### config.mk
export PLATFORM = sky130hd
export DESIGN_NAME = aux_xact_engine
export DESIGN_NICKNAME = d
export VERILOG_FILES = /design/src/rtl/aux_xact_pkg.sv /design/src/rtl/aux_hdr_builder.sv /design/src/rtl/aux_status_classifier.sv /design/src/rtl/aux_reply_unpack.sv /design/src/rtl/aux_xact_engine.sv
export SDC_FILE = /design/constraint.sdc
export NUM_CORES = 1
export LEC_CHECK = 0
export ABC_CLOCK_PERIOD_IN_PS = 2890
export BUFFER_PORTS_ARGS = -buffer_cell sky130_fd_sc_hd__buf_2
export CAP_MARGIN = 30
export CORE_AREA = 2 2 183 185
export CTS_CLUSTER_SIZE = 12
export DETAILED_ROUTE_END_ITERATION = 8
export DIE_AREA = 0 0 185 187
export PLACE_DENSITY = 0.77
export SYNTH_ARGS = -nofsm -noshare
export SYNTH_HDL_FRONTEND = slang
export SYNTH_SLANG_ARGS = --single-unit
### constraint.sdc
create_clock -name clk -period 2.89 [get_ports clk]
set_input_delay 0.4335 -clock clk [delete_from_list [all_inputs] [get_ports clk]]
set_output_delay 0.4335 -clock clk [all_outputs]
set_load 0.1 [all_outputs]
### src/rtl/aux_xact_pkg.sv
package aux_xact_pkg;

  typedef enum logic [2:0] {
    RES_OK       = 3'd0,
    RES_HPD      = 3'd1,
    RES_TIMEOUT  = 3'd2,
    RES_INVALID  = 3'd3,
    RES_OVERFLOW = 3'd4
  } res_class_e;

  typedef enum logic [2:0] {
    S_IDLE, S_ACK, S_CLR, S_LOAD, S_GO, S_WAIT
  } xact_state_e;

  localparam int ST_HPD      = 0;
  localparam int ST_TMO      = 1;
  localparam int ST_TMO_ST   = 2;
  localparam int ST_BAD_STOP = 3;
  localparam int ST_NO_DET   = 4;
  localparam int ST_BAD_H    = 5;
  localparam int ST_BAD_L    = 6;
  localparam int ST_MIN_CNT  = 7;
  localparam int ST_W        = 8;

  function automatic logic [3:0] cmd_of(input logic i2c, input logic wr, input logic mot);
    if (i2c) return {1'b0, mot, 1'b0, ~wr};
    return {3'b100, ~wr};
  endfunction

endpackage

### src/rtl/aux_hdr_builder.sv
module aux_hdr_builder
  import aux_xact_pkg::*;
#(
  parameter int MAX_DATA = 16,
  localparam int LEN_W  = $clog2(MAX_DATA + 1),
  localparam int CNT_W  = $clog2(MAX_DATA + 5),
  localparam int DATA_W = MAX_DATA * 8
) (
  input  logic              i2c,
  input  logic              wr,
  input  logic              mot,
  input  logic [19:0]       addr,
  input  logic [LEN_W-1:0]  len,
  input  logic [DATA_W-1:0] wdata,
  input  logic [CNT_W-1:0]  idx,
  output logic [7:0]        byte_o,
  output logic [CNT_W-1:0]  count_o
);

  logic [3:0] cmd;
  logic       has_len;

  assign cmd     = cmd_of(i2c, wr, mot);
  assign has_len = (len != '0);
  assign count_o = (has_len ? CNT_W'(4) : CNT_W'(3)) + (wr ? CNT_W'(len) : CNT_W'(0));

  always_comb begin
    byte_o = 8'h00;
    case (int'(idx))
      0: byte_o = {cmd, addr[19:16]};
      1: byte_o = addr[15:8];
      2: byte_o = addr[7:0];
      3: byte_o = 8'(len - LEN_W'(1));
      default: begin
        for (int k = 0; k < MAX_DATA; k++) begin
          if (int'(idx) == k + 4) byte_o = wdata[k*8 +: 8];
        end
      end
    endcase
  end

endmodule

### src/rtl/aux_status_classifier.sv
module aux_status_classifier
  import aux_xact_pkg::*;
#(
  parameter int CNT_W = 5
) (
  input  logic [ST_W-1:0]  status,
  input  logic [CNT_W-1:0] reply_cnt,
  output res_class_e       class_o
);

  logic [ST_W-1:0] flags;
  logic            any_tmo;
  logic            any_bad;

  // the min-count bit is a debug indication and is masked off here
  assign flags   = status & ~(ST_W'(1) << ST_MIN_CNT);
  assign any_tmo = flags[ST_TMO] | flags[ST_TMO_ST];
  assign any_bad = |{flags[ST_BAD_STOP], flags[ST_NO_DET], flags[ST_BAD_H], flags[ST_BAD_L], flags[ST_MIN_CNT]};

  always_comb begin
    if (flags[ST_HPD])           class_o = RES_HPD;
    else if (any_tmo)            class_o = RES_TIMEOUT;
    else if (any_bad)            class_o = RES_INVALID;
    else if (reply_cnt == '0)    class_o = RES_INVALID;
    else                         class_o = RES_OK;
  end

endmodule

### src/rtl/aux_reply_unpack.sv
module aux_reply_unpack #(
  parameter int MAX_DATA = 16,
  localparam int LEN_W  = $clog2(MAX_DATA + 1),
  localparam int CNT_W  = $clog2(MAX_DATA + 5),
  localparam int DATA_W = MAX_DATA * 8,
  localparam int RX_W   = (MAX_DATA + 1) * 8
) (
  input  logic [RX_W-1:0]   rx,
  input  logic [CNT_W-1:0]  reply_cnt,
  input  logic [LEN_W-1:0]  req_len,
  output logic [3:0]        code_o,
  output logic [CNT_W-1:0]  data_cnt_o,
  output logic              ovf_o,
  output logic [DATA_W-1:0] data_o
);

  logic is_ack;

  assign code_o     = 4'(rx[7:0] >> 4);
  assign is_ack     = (code_o == 4'h0);
  assign data_cnt_o = (reply_cnt == '0) ? '0 : reply_cnt - CNT_W'(1);
  assign ovf_o      = is_ack && (data_cnt_o > CNT_W'(req_len));

  for (genvar k = 0; k < MAX_DATA; k++) begin : g_byte
    assign data_o[k*8 +: 8] = (is_ack && !ovf_o && (int'(data_cnt_o) > k)) ? rx[(k+1)*8 +: 8] : 8'h00;
  end

endmodule

### src/rtl/aux_xact_engine.sv
module aux_xact_engine
  import aux_xact_pkg::*;
#(
  parameter int MAX_DATA = 16,
  localparam int LEN_W  = $clog2(MAX_DATA + 1),
  localparam int CNT_W  = $clog2(MAX_DATA + 5),
  localparam int DATA_W = MAX_DATA * 8,
  localparam int RX_W   = (MAX_DATA + 1) * 8
) (
  input  logic              clk,
  input  logic              rst_n,
  input  logic              req_valid,
  output logic              req_ready,
  input  logic              req_i2c,
  input  logic              req_write,
  input  logic              req_mot,
  input  logic [19:0]       req_addr,
  input  logic [LEN_W-1:0]  req_len,
  input  logic [DATA_W-1:0] req_wdata,
  output logic              tx_we,
  output logic [CNT_W-1:0]  tx_idx,
  output logic [7:0]        tx_byte,
  output logic [CNT_W-1:0]  tx_count,
  output logic              ch_go,
  output logic              ch_done_ack,
  input  logic              ch_done,
  input  logic [ST_W-1:0]   ch_status,
  input  logic [CNT_W-1:0]  ch_reply_cnt,
  input  logic [RX_W-1:0]   ch_rx_data,
  output logic              res_valid,
  output logic [2:0]        res_class,
  output logic [3:0]        res_reply,
  output logic [CNT_W-1:0]  res_count,
  output logic [DATA_W-1:0] res_data
);

  xact_state_e state_q, state_d;
  logic [CNT_W-1:0] idx_q, idx_d;

  logic              i2c_q, wr_q, mot_q;
  logic [19:0]       addr_q;
  logic [LEN_W-1:0]  len_q;
  logic [DATA_W-1:0] wdata_q;

  logic req_take, res_take;

  // request framing
  aux_hdr_builder #(.MAX_DATA(MAX_DATA)) u_hdr (
    .i2c(i2c_q), .wr(wr_q), .mot(mot_q), .addr(addr_q), .len(len_q),
    .wdata(wdata_q), .idx(idx_q), .byte_o(tx_byte), .count_o(tx_count)
  );

  // reply classification and unpacking
  res_class_e        cls;
  logic [3:0]        code;
  logic [CNT_W-1:0]  data_cnt;
  logic              ovf;
  logic [DATA_W-1:0] unpacked;

  aux_status_classifier #(.CNT_W(CNT_W)) u_cls (
    .status(ch_status), .reply_cnt(ch_reply_cnt), .class_o(cls)
  );

  aux_reply_unpack #(.MAX_DATA(MAX_DATA)) u_unp (
    .rx(ch_rx_data), .reply_cnt(ch_reply_cnt), .req_len(len_q),
    .code_o(code), .data_cnt_o(data_cnt), .ovf_o(ovf), .data_o(unpacked)
  );

  // sequencing
  assign req_take = (state_q == S_IDLE) && req_valid;
  assign res_take = (state_q == S_WAIT) && ch_done;

  always_comb begin
    state_d = state_q;
    idx_d   = idx_q;
    case (state_q)
      S_IDLE: if (req_valid) state_d = S_ACK;
      S_ACK:  state_d = S_CLR;
      S_CLR:  if (!ch_done) begin
                state_d = S_LOAD;
                idx_d   = '0;
              end
      S_LOAD: if (idx_q == tx_count - CNT_W'(1)) state_d = S_GO;
              else idx_d = idx_q + CNT_W'(1);
      S_GO:   state_d = S_WAIT;
      S_WAIT: if (ch_done) state_d = S_IDLE;
      default: state_d = S_IDLE;
    endcase
  end

  always_ff @(posedge clk or negedge rst_n) begin
    if (!rst_n) begin
      state_q <= S_IDLE;
      idx_q   <= '0;
    end else begin
      state_q <= state_d;
      idx_q   <= idx_d;
    end
  end

  always_ff @(posedge clk or negedge rst_n) begin
    if (!rst_n) begin
      i2c_q   <= 1'b0;
      wr_q    <= 1'b0;
      mot_q   <= 1'b0;
      addr_q  <= '0;
      len_q   <= '0;
      wdata_q <= '0;
    end else if (req_take) begin
      i2c_q   <= req_i2c;
      wr_q    <= req_write;
      mot_q   <= req_mot;
      addr_q  <= req_addr;
      len_q   <= req_len;
      wdata_q <= req_wdata;
    end
  end

  assign req_ready   = (state_q == S_IDLE);
  assign ch_done_ack = (state_q == S_ACK);
  assign tx_we       = (state_q == S_LOAD);
  assign tx_idx      = idx_q;
  assign ch_go       = (state_q == S_GO);

  // result
  res_class_e        res_cls_d;
  logic [3:0]        res_reply_d;
  logic [CNT_W-1:0]  res_count_d;
  logic [DATA_W-1:0] res_data_d;

  always_comb begin
    res_cls_d   = cls;
    res_reply_d = 4'h0;
    res_count_d = '0;
    res_data_d  = '0;
    if (cls == RES_OK) begin
      if (ovf) begin
        res_cls_d = RES_OVERFLOW;
      end else begin
        res_reply_d = code;
        res_count_d = data_cnt;
        res_data_d  = unpacked;
      end
    end
  end

  always_ff @(posedge clk or negedge rst_n) begin
    if (!rst_n) begin
      res_valid <= 1'b0;
      res_class <= RES_OK;
      res_reply <= 4'h0;
      res_count <= '0;
      res_data  <= '0;
    end else begin
      res_valid <= res_take;
      if (res_take) begin
        res_class <= res_cls_d;
        res_reply <= res_reply_d;
        res_count <= res_count_d;
        res_data  <= res_data_d;
      end
    end
  end

  // properties
  a_r6_go_only_when_clear: assert property (@(posedge clk) disable iff (!rst_n)
    ch_go |-> !ch_done);
  a_r6_go_single_pulse: assert property (@(posedge clk) disable iff (!rst_n)
    ch_go |=> !ch_go);
  a_r5_load_in_range: assert property (@(posedge clk) disable iff (!rst_n)
    tx_we |-> (tx_idx < tx_count));
  a_r7_hpd_wins: assert property (@(posedge clk) disable iff (!rst_n)
    (res_take && ch_status[ST_HPD]) |=> (res_valid && res_class == RES_HPD));
  a_r7_mincnt_ignored: assert property (@(posedge clk) disable iff (!rst_n)
    (res_take && ch_status[ST_W-2:0] == '0 && ch_reply_cnt != '0 && ch_rx_data[7:4] != 4'h0)
      |=> (res_class == RES_OK));
  a_r11_ack_count_bound: assert property (@(posedge clk) disable iff (!rst_n)
    (res_valid && res_class == RES_OK && res_reply == 4'h0) |-> (res_count <= CNT_W'(len_q)));
  a_r12_len_legal: assert property (@(posedge clk) disable iff (!rst_n)
    (req_valid && req_ready) |-> (int'(req_len) <= MAX_DATA));
  a_r12_busy_not_ready: assert property (@(posedge clk) disable iff (!rst_n)
    (req_valid && req_ready) |=> !req_ready);

endmodule

**After elaboration in Yosys (flattened, before gate mapping)**

Cells that the tools add are included.

- Bits of input ports: 309
- Flip-flop bits (word level): 305

- Reduce and logical (&&, ||, !) cells: 31
- Mux-type cells: 59
- Add/subtract/negate cells: 5
- Eq/ne operators: 30
- Bitwise operators: 2
- Magnitude comparators: 17

Operators with widths:

| kind | count |
|---|---|
| 2-to-1 mux 128 bit | 2 |
| 2-to-1 mux 8 bit | 32 |
| == test 5 bit, second input constant | 12 |
| > comparator 5 x 4 -> 1 bit, second input constant | 8 |
| case mux 8 bit (4 select lines) | 1 |
| 2-to-1 mux 3 bit | 10 |
| 2-to-1 mux 5 bit | 6 |
| == test 5 x 4 -> 1 bit, second input constant | 4 |
| > comparator 5 x 3 -> 1 bit, second input constant | 4 |
| logical AND 1 bit | 20 |
| case mux 3 bit (6 select lines) | 1 |
| 2-to-1 mux 4 bit | 4 |
| == test 5 x 2 -> 1 bit, second input constant | 2 |
| > comparator 5 x 1 -> 1 bit, second input constant | 2 |
| > comparator 5 x 2 -> 1 bit, second input constant | 2 |
| zero test 5 bit | 2 |
| case mux 5 bit (2 select lines) | 1 |
| subtractor 5 x 1 -> 5 bit, second input constant | 2 |
| inequality test 2 bit, second input constant | 4 |
| == test 3 x 2 -> 1 bit, second input constant | 2 |
| == test 3 bit, second input constant | 2 |
| zero test 3 bit | 2 |
| subtractor 5 x 1 -> 6 bit, second input constant | 1 |
| adder 5 x 1 -> 5 bit, second input constant | 1 |
| other kinds (17) | 17 |

**Logic depth before layout (Yosys ltp)**

Gate-level depths: netlist (run 1).

- Depth in word-level cells: 18
- Mapped depth: 16
- Depth with buffers taken out: 15

**Modules after synthesis**

Synthesis (run 1) repeated with hierarchy kept, for this count alone.

- Cells, all modules: 1377
- Area, all modules: 15601.2 sq um

By module, submodules not included:

| module | cells an instance | times used | area each (sq um) | sequential area each (sq um) |
|---|---|---|---|---|
| aux_xact_engine | 724 | 1 | 11506.0 | 7632.3 |
| aux_hdr_builder | 335 | 1 | 2188.3 | 0.0 |
| aux_reply_unpack | 308 | 1 | 1850.5 | 0.0 |
| aux_status_classifier | 10 | 1 | 56.3 | 0.0 |

**Worst setup path after synthesis (run 1)**

No wires, ideal clock.

- Path kind: reg2out
- Start: register idx_q[1] (netlist: tx_idx[1])
- End: output port tx_byte[5]
- Slack: -2.302 ns
- Data required time: 2.457 ns
- Path buffers: 1
- Arrival: 4.758 ns
- Stages on the path, launching flop included: 9
- Path through: dfrtp_1 -> inv_1 -> ha_1 -> clkbuf_1 -> o41ai_2 -> nor2b_1 -> o221a_2 -> o311ai_0 -> o21ai_0

- Cells in the longest elaborated chain, start to end: 18
- Elaborated cells on any way between the ends: 37

Ends and longest elaborated chain:

| element | RTL line | text |
|---|---|---|
| from (decl) | aux_xact_engine.sv:38 | `logic [CNT_W-1:0] idx_q, idx_d;` |
| from (signal assigned) | aux_xact_engine.sv:97 | `idx_q <= idx_d;` |
| == test 5 x 4 -> 1 bit | aux_hdr_builder.sv:36 | `if (int'(idx) == k + 4) byte_o = wdata[k*8 +: 8];` |
| 2-to-1 mux 8 bit (16 in a row) | aux_hdr_builder.sv:36 |  |
| case mux 8 bit (4 select lines) (*) | aux_hdr_builder.sv:29 | `case (int'(idx))` |
| to (decl) | aux_xact_engine.sv:22 | `output logic [7:0] tx_byte,` |

Every way passes the cells marked *; elsewhere a longest branch is shown, timed or not.

**Worst setup path in the final report (run 1)**

- Start: register idx_q[0] (netlist: tx_idx[0])
- End: output port tx_byte[3]

The elaborated chain is that of the path after synthesis.

==> results of run 1 <==
==> cell type report <==
type / count / area (µm²)
Antenna cell: 5 / 12.5
Multi-Input combinational cell: 756 / 6860
Sequential cell: 305 / 7650
Timing Repair Buffer: 648 / 4150
Fill cell: 2590 / 12400
Clock inverter: 7 / 62.6
Inverter: 37 / 153
Tap cell: 448 / 561
Clock buffer: 51 / 1030
==> placed cells by master, fill, tap and decap left out, drive strengths merged, types with 9 or more instances in the layout <==
cell type and n:
a22o 133, a221oi 12, mux2 145, nor2 50, o21ai 60, nor2b 10
ha 19, nor3 22, a21oi 55, and2 9, o221ai 10, o22ai 11
clkbuf 52, inv 36, buf 646, dfrtp 305, nand2 67, nand3 12
xnor2 9
==> stage by stage <==
| stage | hold WS, ps | TNS [ps] | cell area, µm² | setup slack [ps] | cells |
|---|---|---|---|---|---|
| 6_report | 108 | -5770 | 20500 | -600 | 2257 |
| 5_1_grt | 104 | -7260 | 20500 | -658 | 2253 |
| 2_1_floorplan | 138 | -5380 | 14300 | -748 | 1167 |
| 4_1_cts | 80.5 | -5430 | 20200 | -555 | 2244 |
| 3_3_place_gp | 451 | -5770 | 18300 | -308 | 2167 |
| 3_5_place_dp | 459 | -11240 | 18300 | -325 | 2167 |
==> worst max path at each step <==
stage | from | to | slack, ps | cells past startpoint
3_3_place_gp | tx_idx[0] | tx_byte[3] | -310 | 11
6_report | tx_idx[0] | tx_byte[3] | -600 | 11
5_1_grt | tx_idx[0] | tx_byte[3] | -660 | 11
2_1_floorplan | tx_idx[1] | tx_byte[0] | -750 | 6
3_5_place_dp | tx_idx[0] | tx_byte[3] | -330 | 11
4_1_cts | tx_idx[0] | tx_byte[3] | -550 | 11
==> cells in the mapped netlist, types with 8 or more instances <==
cell type,count,share of area
xnor2_1,9,0.0056
inv_1,36,0.0097
mux2_2,145,0.12
clkbuf_1,47,0.013
o221ai_1,10,0.0063
nand3_1,12,0.0043
nor3_1,21,0.0075
a22o_1,133,0.083
or3_1,8,0.0036
o21ai_0,57,0.020
and3_1,8,0.0036
dfrtp_1,305,0.55
o22ai_1,10,0.0045
nand2b_1,8,0.0036
nor2b_1,10,0.0045
buf_2,15,0.0054
nor2_1,44,0.012
a22oi_1,8,0.0043
a221oi_1,12,0.0075
ha_1,19,0.017
a21oi_1,47,0.017
a31oi_1,8,0.0036
and2_1,8,0.0036
nand2_1,66,0.018
==> layer usage <==
metal	up-vias	wire length, µm
met4	16	2820
met1	6253	17500
li1	5603	-
met5	-	97
met2	591	24200
met3	159	3870
==> cells by family (layout without fill, tap and decap cells) <==
group	Yosys count	in the layout	synth area share
buf+inv	107	743	0.0306
xor+xnor	9	9	0.00564
compound gates	356	357	0.196
mux	146	146	0.118
other cells	0	5	0
fa+ha+maj	20	20	0.0184
flops	305	305	0.546
simple gates	224	224	0.0857
==> timing repair <==
item                                    4_1_cts  5_1_grt
gates resized for setup                     140       49
pin swaps                                    43       35
endpoints found under the hold margin        76        0
endpoints found under the setup margin       19       20
cloned                                        1        0
buffers inserted                             19       11
hold buffers                                  1        0
==> worst max-delay path, cell delays in order, from the launching register on <==
cell and delay [ps]:
dfrtp_4 520, buf_6 150, ha_4 180, inv_2 110, a21oi_1 110, a221o_1 350
a221oi_2 310, o21ai_2 110, a21oi_2 190, buf_4 150, o221ai_4 120, buf_12 200
==> registers in the layout, summed over array words and instances (netlist names) <==
| signal | cells |
|---|---|
| mot_q | 1 |
| state_q | 3 |
| res_valid | 1 |
| res_count | 5 |
| res_data | 128 |
| i2c_q | 1 |
| tx_idx | 5 |
| res_class | 3 |
| addr_q | 20 |
| res_reply | 4 |
| len_q | 5 |
| wdata_q | 128 |
| wr_q | 1 |
==> where the power goes <==
group	switching [mW]	leakage, nW	total (mW)	internal, mW
clock	1.74	0.536	4.29	2.54
sequential	0.922	3.98	6.35	5.43
combinational	5.77	5.58	10.5	4.70
==> results.md, run 1 <==
- The flow ran to the end, but the final reports show violations.
- The final reports fail on negative setup slack.
- The cell at the root of the clock tree is clkbuf_16.
- For this run, the post-layout net count is roughly 2,100.
- The share of post-route cells with drive strength above 1 is 0.559.
- Headroom to the max-slew limit came out at 0.546.
- STA puts the critical path data required time at between 2000 and 2500 ps.
- The count of cell types in the netlist is between 70 and 80.
- The count of nets left with antenna violations once routing finished came out at 0.
- The detailed-placement wirelength estimate is roughly 36,000 µm.
- The number of cells on the worst reg-to-reg path is 14.
- The number of max-capacitance violations reported is 0.
- The worst setup path is of the register to output pin kind.
- Setup repair after global routing could not meet its margin everywhere.
- The maximum fanout along the worst path is 6.
- The data arrival time at the worst-slack endpoint is just over 3000 ps.
- In the global route stage, met1 resource usage came out at 0.310.
- The hold-critical path depth is 3.
- Once routing completed, OpenROAD measured the worst setup slack at -600 ps.
- Of the available clock period, the critical path in the final layout requires 1.21.
- Setup violations remaining at the end of the flow were counted as 18.
- For this design the ratio of total power to cell area is 1030 nW/µm².
- The CTS tree is done.
- The initial core utilization is 0.425.
- The post-synthesis to final-layout area growth is 46.5%.
- For the pin with the worst max-slew slack, the measured transition is 681 ps.
- The worst setup path is launched from a register.
- In this run, the number of DRC markers left after iteration 0 of detailed routing was approximately 770.
- The sequential fraction of the synthesis area is 0.546.
- The per-instance average area after synthesis is 12.0 µm².
- The first global-routing pass estimated 72,400 µm of wire.
- The commonest register cell after synthesis is dfrtp_1.
- The total detailed-routing wirelength is a little under 50,000 µm.
- The final critical path time including I/O delays and setup is ~3500 ps.
- The H-tree was split into 2 levels.
- The clock slew at the register clock pins of the worst setup and hold paths is around 60 ps.
- The end of the worst register-to-register path is tx_idx[0].
- The routability-driven placement congestion ratio is about 0.9.
- During placement, the flow inserted port buffers numbering approximately 470.
- The die is roughly 190 µm wide.
- The number of detailed-routing iterations run before antenna repair is 7.
- The routed wire length per instance is 21.5 µm.
- The post-synthesis instance area is roughly 14,000 µm².
- The async set-reset flop share out of synthesis is 1.00.
- The initial antenna violation count came to 13.
- met2 is the most crowded layer.
- The synthesized netlist cell count is between 1,000 and 1,500.
- The number of buffers on the longest clock path is 3.
- The number of nets in the synthesized netlist is between 1,000 and 1,500.
- The maximum clock skew at final layout is 15.4 ps.
- The leakage power of the design is about 10 nW.
- The core utilization of the finished layout is 0.623.
- The met2 layer usage reported by global route is 0.469.
- The TritonCTS buffer count is 34.
- After floorplanning, the core was divided into 67 placement rows.
- The overall power consumption is 21.1 mW.
- The flip-flop and latch count after synthesis is 305.
- The worst register-to-register path begins at len_q[2].
- The hold violation total from the final report is 0.
- Summed over all layers, the global routing overflow is 0.
- The count of flip-flops with a built-in enable after synthesis is 0.
- The peak ir drop on the vdd network is between 0.0008 and 0.0009 V.
- The type of element capturing the critical path is an output pin.
- In the routed design, unresolved DRC markers number 0.
- The die covers about 35,000 µm².
- In the global route stage, overall resource usage came out at 0.274.
- The routed layout has 12,622 vias.
- The via count of the first global-routing pass was between 10,000 and 15,000.
- The clock reaches the later pin of the worst-skew pair after 540 ps.
- The path with the worst hold slack has its endpoint at len_q[0].
- The maximum number of pins on one net before global-route repair is 143.
- The path type of the worst min-delay path is input port to register.
- For this run, the number of Yosys warnings is 0.
- Pin placement for this block handled roughly 470 I/O pins.
- The area of the core is 32,900 µm².
- The worst hold path begins at req_len[0].
- The max-slew violation count was 0.
- The upper clock frequency limit is 0.287 GHz.
- The per-cell via count in the routed design is between 5 and 6.
- The clock sink count is 305.
- The reg2reg setup slack is -290 ps.
- In the global route stage, met3 resource usage came out at 0.0740.
- The die is 187 µm tall.
No activity file was read; power rests on OpenSTA's default activity.
==> run 2, diff against run 1 <==
CORE_AREA = default   (was 2 2 183 185)
CORE_ASPECT_RATIO = 1.4   (was default)
CORE_MARGIN = 1.5   (was default)
CORE_UTILIZATION = 47   (was default)
DIE_AREA = default   (was 0 0 185 187)
PLACE_DENSITY = 0.87   (was 0.77)
SYNTH_HIERARCHICAL = 1   (was default)
==> run 2 against run 1 <==
Net effect: the flow still finishes with violations (negative setup slack); fmax grew 7.9%; final cell count up 5.4%; sequential cell count stayed put; sequential share of layout area is 1.1 points lower; die area shrank 0.82%; critical endpoint is now tx_byte[1].
==> results.md, run 2 <==
- The share of post-route cells with drive strength above 1 is 0.497.
- The count of nets left with antenna violations once routing finished came out at 0.
- Of the post-synthesis cell area, the dominant cell type holds 0.489.
- The detailed-placement wirelength estimate is around 41,000 µm.
- The power share of the sequential group is 0.310.
- The number of detailed-routing iterations run before antenna repair is 7.
- In this run the count of I/O pins placed on the die edge is ~470.
- The leakage power of the design is 10.3 nW.
- The CTS tree is done.
- The commonest cells after synthesis are dfrtp_1 (305), mux2_2 (157), a22o_1 (139).
- In the layout the commonest cells are buf_2 (453), dfrtp_1 (300), mux2_2 (157).
- The number of nets handed over by synthesis was 1,701.
- The first global-routing pass estimated ~84,000 µm of wire.
- Hold timing on the final database bottoms out at a slack of around 88 ps.
- The clock slew at the register clock pins of the worst setup and hold paths is ~70 ps.
- The commonest register cell after synthesis is dfrtp_1.
- The slew at the pin closest to its max-slew limit is roughly 720 ps.
- The number of nets in the finished design is between 2,000 and 2,500.
- The synthesized netlist cell count is approximately 1,400.
- Dividing the synthesized area by the synthesized cell count gives ~11 µm².
- The clock sink count is between 300 and 400.
- In the post-route analysis, the smallest setup slack over all paths is -344 ps.
- The startpoint identified for the worst register-to-register timing path is len_q[3].
- The clock latency reported for the late side of the worst-skew pair is 580 ps.
- Dividing the detail-routed via count by the number of cells gives approximately 5.9.
- The TritonCTS buffer count is 31.
- The number of buffers on the longest clock path is 3.
- The count of cell types in the netlist is 87.
- The data required time of the worst path is around 2500 ps.
- The path type of the worst min-delay path is input port to register.
- The share of total power dissipated in the clock network is 0.185.
- Summed over all failing endpoints, the final setup total negative slack is -4130 ps.
- STA classifies the critical path startpoint as a register.
- The headroom to the max-slew limit is 0.517.
- In this run the power spent charging and discharging nets is 8.27 mW.
- At the worst endpoint, the arrival time is 2800 ps.
- The cell with the most instances on the worst path is buf_12.
- After the first detailed-routing iteration, the DRC count stood at between 1,000 and 1,500.
- The cell internal power dissipation is ~12 mW.
- The worst register-to-register path ends at tx_idx[2].
- From bottom edge to top edge, the die measures between 200 and 250 µm.
- The area of the core is roughly 33,000 µm².
- The worst setup path is of the register to output pin kind.
- The sequential fraction of the synthesis area is 0.489.
- The async set-reset flop share out of synthesis is 1.00.
- The largest registers in the layout are res_data (128), wdata_q (128), addr_q (20).
- dfrtp_1 is the most common cell in the netlist.
- The routed wire length per instance is 23.6 µm.
- Total power for the finished layout comes to 20.1 mW.
- The width of the chip is around 160 µm.
- The library cell with the largest summed area after synthesis is dfrtp_1.
- The maximum clock skew at final layout is ~13 ps.
- The flow ran to the end, but the final reports show violations.
- Of the total power, the share spent switching nets is 0.412.
- The leftover overflow at the end of global routing is 0.
- The worst setup path endpoint is tx_byte[1].
- The final critical path time including I/O delays and setup is 3230 ps.
- The post-synthesis to final-layout area growth is 35.0%.
- The hold violation total from the final report is 0.
- Traced cell by cell, the critical path runs through buf_12 -> buf_12 -> nor3_4 -> a22oi_1 -> o22ai_2 -> a311oi_2 -> buf_4 -> o21ai_4 -> buf_12.
- Wires add up to around 56,000 µm.
- The upper clock frequency limit is around 0.31 GHz.
- The tool flagged a number of max-cap violations equal to 0.
- For this design, the slowest cell found on the critical path is dfrtp_4.
- The maximum number of pins on one net before global-route repair is 143.
- The peak ir drop on the vdd network is ~0.0014 V.
- The total of buffers placed on input and output ports is 466.
- In this run the register-to-register setup slack is -230 ps.
- The initial antenna violation count is 11.
- The routability-driven placement congestion ratio is approximately 1.1.
- For this design the ratio of total power to cell area is 954 nW/µm².
- Dividing the final minimum period by the clock period gives 1.12.
- The number of setup violations in the final report is 20.
- The initial core utilization is 0.479.
- After synthesis the netlist holds a flip-flop and latch count of ~310.
- The number of warnings reported in the yosys synthesis log is 6.
- In the routed design, unresolved DRC markers number 0.
- In the post-synthesis netlist, the biggest area contributors are dfrtp_1 (49%), mux2_2 (11%), a22o_1 (7.8%), a211oi_1 (3.0%), buf_6 (2.5%).
- The die area is roughly 34,000 µm².
- Leaving out fill and tap cells, the most frequent cell in the layout is buf_2.
- The total number of H-tree levels is 1.
- Timing analysis after detailed placement gives a worst setup slack of -397 ps.
- The synthesized design contains 0 enable-type register cells.
- The critical path launch point is tx_idx[1].
- The type of element capturing the critical path is an output pin.
- The longest individual stage delay on the worst path is ~520 ps.
- The maximum fanout along the worst path is 15.
- The relative contribution of combinational cells to total power is 0.505.
- The vias after detailed routing is about 14,000.
- Setup repair after global routing could not meet its margin everywhere.
- The max-slew violation count is 0.
- Summing every instance area after synthesis gives 15,600 µm².
- The checks that failed: negative setup slack.
- The floorplan has around 80 rows.
- Measured in cells, the most critical reg-to-reg path has a length of 16.
- The cell at the root of the clock tree is clkbuf_16.
- The total routing usage reported by global routing is 0.325.
- The via count of the first global-routing pass is ~14,000.
-- run 2: final cells by class --
type,count,area [µm²]
Antenna cell,6,15.0
Clock buffer,44,865
Clock inverter,3,18.8
Fill cell,2469,11500
Inverter,96,369
Multi-Input combinational cell,862,7520
Sequential cell,305,7650
Tap cell,440,551
Timing Repair Buffer,622,4080
-- run 2: cell families (layout without fill, tap and decap cells) --
family / count (synthesis) / in the layout / share of synthesized area
other: 1 / 7 / 0.000240
flip-flops: 305 / 305 / 0.489
AO/OA/AOI/OAI: 363 / 363 / 0.179
XOR/XNOR: 13 / 13 / 0.00730
adder cells (fa/ha/maj): 15 / 15 / 0.0125
buffers and inverters: 210 / 765 / 0.0724
multiplexers: 175 / 175 / 0.129
AND/OR/NAND/NOR: 295 / 295 / 0.111
-- run 2: worst min path at each step --
stage | from | endpoint | slack [ps] | cells after the start
floorplan | rst_n | addr_q[0] | 140 | 0
global placement | res_class[0] | res_class[0] | 460 | 2
detailed placement | rst_n | wdata_q[13] | 470 | 1
CTS | req_wdata[47] | wdata_q[47] | 60 | 2
global route | req_addr[13] | addr_q[13] | 80 | 2
finish | req_wdata[34] | wdata_q[34] | 90 | 2
-- run 2: layer usage --
layer	global-route usage	up-vias	share of wire	wire length, µm
met5	0	-	0.0012	67
met4	0.210	10	0.070	3960
met3	0.0867	208	0.090	5080
met2	0.566	795	0.50	28200
met1	0.346	6869	0.34	18800
li1	-	6153	-	-
-- run 2: power by group through the flow --
stage / clock, mW / combinational (mW) / sequential [mW]
6_report: 3.71 / 10.2 / 6.22
4_1_cts: 3.75 / 9.84 / 6.16
3_3_place_gp: 0 / 8.57 / 6.20
3_5_place_dp: 0 / 8.78 / 6.26
2_1_floorplan: 0 / 5.59 / 6.20
5_1_grt: 3.94 / 10.6 / 6.33
-- run 2: repair_timing --
| item | CTS | global route |
|---|---|---|
| hold buffers | 1 | 0 |
| pin swaps | 27 | 19 |
| hold endpoints to repair | 70 | 0 |
| setup endpoints to repair | 20 | 20 |
| gates cloned | 1 | 0 |
| setup buffers | 30 | 3 |
| gates resized for setup | 94 | 30 |
-- run 2: stage by stage --
| stage | cell area, µm² | cells | util |
|---|---|---|---|
| finish | 21100 | 2378 | 0.646 |
| global route | 21100 | 2378 | 0.646 |
| CTS | 20900 | 2370 | 0.642 |
| global placement | 19400 | 2291 | 0.594 |
| detailed placement | 19400 | 2291 | 0.594 |
| floorplan | 16000 | 1377 | - |
-- run 2: worst max-delay path, delay by kind of cell (launching register included) --
family,cells,cell delay [ps]
simple gates,1,320
flops,1,520
compound gates,4,640
buf+inv,4,710
